--- config.mk ---
export PLATFORM = sky130hd
export DESIGN_NAME = dram_slot_arbiter
export DESIGN_NICKNAME = d
export VERILOG_FILES = /design/src/rtl/dram_slot_pkg.sv /design/src/rtl/slot_timer.sv /design/src/rtl/bus_gate.sv /design/src/rtl/addr_mux.sv /design/src/rtl/dram_slot_arbiter.sv
export SDC_FILE = /design/constraint.sdc
export NUM_CORES = 1
export LEC_CHECK = 0
export BUFFER_PORTS_ARGS = -buffer_cell sky130_fd_sc_hd__buf_2
export CORE_MARGIN = 1.5
export CORE_UTILIZATION = 30
export CTS_CLUSTER_DIAMETER = 30
export DETAILED_ROUTE_END_ITERATION = 16
export GPL_ROUTABILITY_DRIVEN = 0
export PLACE_DENSITY = 0.78
export SLEW_MARGIN = 20
export SYNTH_ARGS = -nofsm -noshare
export SYNTH_HDL_FRONTEND = slang
export SYNTH_SLANG_ARGS = --single-unit
export TNS_END_PERCENT = 20
--- constraint.sdc ---
create_clock -name clk -period 2.3 [get_ports clk]
set_clock_uncertainty 0.05 [all_clocks]
set_input_delay 0.46 -clock clk [delete_from_list [all_inputs] [get_ports clk]]
set_output_delay 0.46 -clock clk [all_outputs]
set_load 0.02 [all_outputs]
--- src/rtl/dram_slot_pkg.sv ---
package dram_slot_pkg;

    // Which requester owns the RAM during the current slot.
    typedef enum logic {
        OWNER_VID = 1'b0,
        OWNER_CPU = 1'b1
    } owner_e;

    // Decoded timing state handed from the slot timer to the rest of the block.
    typedef struct packed {
        owner_e owner;      // current slot owner
        logic   slot_start; // first base clock of a slot
        logic   latch;      // last base clock of the video slot
        logic   armed;      // at least one clock since reset
    } phase_t;

    // Decoded bus-side controls.
    typedef struct packed {
        logic xcvr_en;
        logic xcvr_dir;
        logic ram_we;
    } gate_t;

    // True when addr lies below an exclusive upper limit.
    function automatic logic addr_below(input logic [31:0] addr,
                                        input logic [31:0] limit);
        return addr < limit;
    endfunction

    // True when addr lies in an aligned power-of-two block.
    function automatic logic addr_in_block(input logic [31:0] addr,
                                           input logic [31:0] base,
                                           input logic [31:0] span);
        return (addr & ~(span - 32'd1)) == base;
    endfunction

endpackage

--- src/rtl/slot_timer.sv ---
module slot_timer
    import dram_slot_pkg::*;
#(
    parameter int DIV = 8
) (
    input  logic   clk,
    input  logic   rst,
    output phase_t ph
);
    localparam int CW   = (DIV > 2) ? $clog2(DIV) : 1;
    localparam int HALF = DIV / 2;
    localparam logic [CW-1:0] HALF_C = CW'(HALF);
    localparam logic [CW-1:0] LAST_C = CW'(DIV - 1);
    localparam logic [CW-1:0] LTCH_C = CW'(HALF - 1);

    logic [CW-1:0] cnt_q;
    logic          armed_q;

    always_ff @(posedge clk) begin
        if (rst) begin
            cnt_q   <= HALF_C;
            armed_q <= 1'b0;
        end else begin
            cnt_q   <= (cnt_q == LAST_C) ? '0 : cnt_q + CW'(1);
            armed_q <= 1'b1;
        end
    end

    always_comb begin
        ph.owner      = (cnt_q >= HALF_C) ? OWNER_CPU : OWNER_VID;
        ph.slot_start = (cnt_q == '0) || (cnt_q == HALF_C);
        ph.latch      = (cnt_q == LTCH_C);
        ph.armed      = armed_q;
    end
endmodule

--- src/rtl/bus_gate.sv ---
module bus_gate
    import dram_slot_pkg::*;
#(
    parameter int          AW        = 16,
    parameter int unsigned RAM_TOP   = 32'h8000,
    parameter int unsigned VREG_BASE = 32'hFE20,
    parameter int unsigned VREG_SPAN = 16,
    parameter bit          VREG_EN   = 1'b1
) (
    input  phase_t          ph,
    input  logic            cpu_en,
    input  logic            cpu_rnw,
    input  logic [AW-1:0]   cpu_addr,
    output gate_t           gate
);
    logic [31:0] addr_w;
    logic        ram_hit;
    logic        vreg_hit;
    logic        cpu_turn;

    assign addr_w  = 32'(cpu_addr);
    assign ram_hit = addr_below(addr_w, RAM_TOP);

    generate
        if (VREG_EN) begin : g_vreg
            assign vreg_hit = addr_in_block(addr_w, VREG_BASE, VREG_SPAN);
        end else begin : g_no_vreg
            assign vreg_hit = 1'b0;
        end
    endgenerate

    assign cpu_turn = (ph.owner == OWNER_CPU) && ph.armed && cpu_en;

    always_comb begin
        gate.xcvr_en  = cpu_turn && (ram_hit || vreg_hit);
        gate.xcvr_dir = gate.xcvr_en && cpu_rnw;
        gate.ram_we   = cpu_turn && !cpu_rnw && ram_hit;
    end
endmodule

--- src/rtl/addr_mux.sv ---
module addr_mux
    import dram_slot_pkg::*;
#(
    parameter int AW = 16
) (
    input  owner_e        owner,
    input  logic [AW-1:0] cpu_addr,
    input  logic [AW-1:0] vid_addr,
    output logic          sel_vid,
    output logic [AW-1:0] ram_addr
);
    assign sel_vid = (owner == OWNER_VID);

    generate
        for (genvar b = 0; b < AW; b++) begin : g_bit
            assign ram_addr[b] = sel_vid ? vid_addr[b] : cpu_addr[b];
        end
    endgenerate
endmodule

--- src/rtl/dram_slot_arbiter.sv ---
module dram_slot_arbiter
    import dram_slot_pkg::*;
#(
    parameter int          DIV       = 8,
    parameter int          AW        = 16,
    parameter int unsigned RAM_TOP   = 32'h8000,
    parameter int unsigned VREG_BASE = 32'hFE20,
    parameter int unsigned VREG_SPAN = 16,
    parameter bit          VREG_EN   = 1'b1
) (
    input  logic          clk,
    input  logic          rst,
    input  logic          cpu_en,
    input  logic          cpu_rnw,
    input  logic [AW-1:0] cpu_addr,
    input  logic [AW-1:0] vid_addr,
    output logic          cpu_phi2,
    output logic          slot_vid,
    output logic          slot_start,
    output logic          vid_latch,
    output logic          ram_sel_vid,
    output logic [AW-1:0] ram_addr,
    output logic          ram_we,
    output logic          xcvr_en,
    output logic          xcvr_dir
);
    phase_t ph;
    gate_t  gate;

    slot_timer #(.DIV(DIV)) u_timer (
        .clk (clk),
        .rst (rst),
        .ph  (ph)
    );

    bus_gate #(
        .AW(AW), .RAM_TOP(RAM_TOP), .VREG_BASE(VREG_BASE),
        .VREG_SPAN(VREG_SPAN), .VREG_EN(VREG_EN)
    ) u_gate (
        .ph       (ph),
        .cpu_en   (cpu_en),
        .cpu_rnw  (cpu_rnw),
        .cpu_addr (cpu_addr),
        .gate     (gate)
    );

    addr_mux #(.AW(AW)) u_mux (
        .owner    (ph.owner),
        .cpu_addr (cpu_addr),
        .vid_addr (vid_addr),
        .sel_vid  (ram_sel_vid),
        .ram_addr (ram_addr)
    );

    assign cpu_phi2   = (ph.owner == OWNER_CPU);
    assign slot_vid   = (ph.owner == OWNER_VID);
    assign slot_start = ph.slot_start;
    assign vid_latch  = ph.latch;
    assign ram_we     = gate.ram_we;
    assign xcvr_en    = gate.xcvr_en;
    assign xcvr_dir   = gate.xcvr_dir;
endmodule

==> impl_metrics.py <==
metrics = {
    "global_route": {
        "antenna_found_initial": 0,
        "grt_pass1_vias": 498,
        "grt_pass1_wl_um": 2042,
        "grtUsageTotal_pct": 14.53,
        "grt-ovfl-total": 0,
        "grt_max_degree": 19,
    },
    "layout": {
        "num_antenna_cells": 0,
        "final_net_count": 146,
        "area_delta_synth_final_pct": 70.83,
        "fin_area_um2": 769.5,
        "final_cell_mix": "buf_2, mux2_1, inv_1",
        "fill_cells": 139,
        "layout-drive-gt1-share_pct": 66.35,
        "layout_commonest_cell": "buf_2",
    },
    "logic_synthesis": {
        "synth-warning-count": 0,
        "synth.distinct_cells": 18,
        "synth_cells": 46,
        "synthTopCellsByArea": "mux2_1, dfxtp_1, ha_1",
        "ys_seq_elements": 4,
        "synth_top_area_cell": "mux2_1",
        "synth.net_count": 86,
        "syn_avg_cell_area_um2": 9.792,
        "yosysSeqAreaShare_pct": 17.78,
        "synth_top_area_share_pct": 35.00,
        "syn_area_um2": 450.4,
    },
    "clock_tree": {
        "path_clk_slew_ns": 0.04,
        "h-tree-depth": 1,
        "cts.sinks": 4,
        "clk_latency_ns": 0.24,
        "cts-root-buf": "clkbuf_4",
        "cts_buffers": 3,
        "clk_path_buf_depth": 2,
        "postCtsSetupRepairBufs": 0,
        "tritoncts": "built",
    },
    "worst_hold_path": {
        "holdPathStages": 2,
        "holdCritPathClass": "in2reg",
    },
    "setup_path": {
        "crit_required_ns": 1.79,
        "cp_max_fo": 2,
        "max_stage_delay_ns": 0.53,
        "start_kind": "primary input",
        "path_class": "in2out",
        "end_kind": "output pin",
        "path_cells": "buf_2 -> or4b_4 -> o41ai_2 -> nor3b_2 -> buf_4",
        "worstPathArrival_ns": 1.66,
        "r2r_cells": 3,
        "crit_slowest_cell": "or4b_4",
    },
    "route": {
        "wl_per_cell_um": 11.08,
        "antenna_left": 0,
        "wl_met1_um": 487,
        "dr_wl_met2_um": 750,
        "dr_wl_met3_um": 81,
        "wirelength_um": 1319,
        "drcViolationCount": 0,
        "vias": 550,
        "dr.pass1.iters": 2,
        "drt_iter0_drc": 2,
        "top_layer": "met3",
        "avgViaCountPerCell": 4.622,
    },
    "sta": {
        "finalHoldViolations": 0,
        "slew_headroom_pct": 84.32,
        "worst_pin_slew_ns": 0.2326,
        "finalMaxSlewViolations": 0,
        "rsz0062_at_grt": "no",
        "fmax_mhz": 460.5,
        "min_period_ns": 2.172,
        "finalCritPeriodShare_pct": 94.42,
        "setup_viol": 0,
    },
    "placement": {
        "hpwlAfterDp_um": 1094,
        "place_area_um2": 740.7,
        "io_buffer_count": 59,
    },
    "die": {
        "core_area_um2": 1350,
        "die_height_um": 41.75,
        "pin_count": 60,
        "fp-row-count": 13,
        "die_w_um": 41.75,
        "dieArea_um2": 1743,
        "start_util_pct": 33.36,
    },
    "pwr": {
        "power_density_nw_per_um2": 435.8,
        "vdd_drop_max_mv": 0.2720,
        "leakagePower_nw": 0.4502,
        "finalPower_mw": 0.3353,
    },
    "outcome": {
        "status": "finished, final reports clean",
    },
    "job": {
        "max-cap-violations": 0,
    },
}
-- power by group --
group | leakage [nW] | switching, mW | internal (mW)
registers | 0.0333 | 0.00457 | 0.0769
clock network | 0.0138 | 0.0290 | 0.0584
logic | 0.403 | 0.0917 | 0.0748
total | 0.450 | 0.125 | 0.210
-- final timing paths --
| kind | slack, ns | endpoint | start |
|---|---|---|---|
| max | 0.13 | xcvr_dir | cpu_addr[4] |
| min | 0.38 | u_timer.cnt_q[1] | rst |
| max reg2reg | 1.23 | u_timer.cnt_q[0] | u_timer.cnt_q[0] |
| min reg2reg | 0.41 | u_timer.cnt_q[0] | u_timer.cnt_q[0] |
-- state kept, by name, summed over array words and instances, names as in the netlist --
name             count
u_timer.cnt_q        3
u_timer.armed_q      1
-- stage by stage --
| stage | hold WS, ns | cells | setup slack, ns | util, % | TNS [ns] |
|---|---|---|---|---|---|
| 2_1_floorplan | 0.3664 | 46 | 0.1118 | - | 0 |
| 3_3_place_gp | 0.3825 | 116 | -0.01986 | 54.87 | -0.01986 |
| 3_5_place_dp | 0.4041 | 116 | -0.03727 | 54.87 | -0.03727 |
| 5_1_grt | 0.3835 | 119 | 0.009973 | 57.00 | 0 |
| 6_report | 0.3777 | 119 | 0.1284 | 57.00 | 0 |
| 4_1_cts | 0.3767 | 119 | 0.08138 | 56.72 | 0 |
-- metal layers --
| layer | vias to the layer above | global-route usage, % |
|---|---|---|
| met5 | - | 0 |
| met4 | 0 | 7.742 |
| met3 | 0 | 1.739 |
| met2 | 19 | 27.50 |
| met1 | 254 | 15.25 |
| li1 | 277 | - |
-- final cells by class --
type | instances | area [µm²] | area share [%]
multi-input cells | 31 | 320.3 | 41.63
repair buffers | 60 | 305.3 | 39.67
flip-flops and latches | 4 | 80.08 | 10.41
clock buffers | 3 | 22.52 | 2.927
inverters | 6 | 22.52 | 2.927
well taps | 15 | 18.77 | 2.439
-- Yosys cell counts --
cell and count:
buf_2 1, buf_4 1, buf_6 1, clkbuf_1 2, dfxtp_1 4, ha_1 4, inv_1 6, mux2_1 14
mux2_2 2, nand2_1 2, nand3_2 1, nand4_1 1, nor2b_1 1, nor3_1 2, nor3b_1 1, nor3b_2 1
o41ai_2 1, or4b_1 1
-- worst max-delay path, delay by kind of cell --
family	cells	cell delay [ns]
and+or+nand+nor	2	0.73
buffers and inverters	2	0.26
AOI/OAI and AO/OA	1	0.21
-- timing repair --
action                     in CTS  in global routing
hold buffers                    0                  0
setup endpoints to repair       1                  1
gates resized for setup         1                  1
pin swaps                       1                  0
-- kinds of logic (layout without fill, tap and decap cells) --
logic type,after synthesis,count (layout),synth area share [%]
adders and majority gates,4,4,11.11
buffers and inverters,11,69,11.94
muxes,16,16,40.00
and+or+nand+nor,10,10,15.56
AOI/OAI and AO/OA,1,1,3.612
DFF,4,4,17.78
Power figures use the tool's default switching activity.
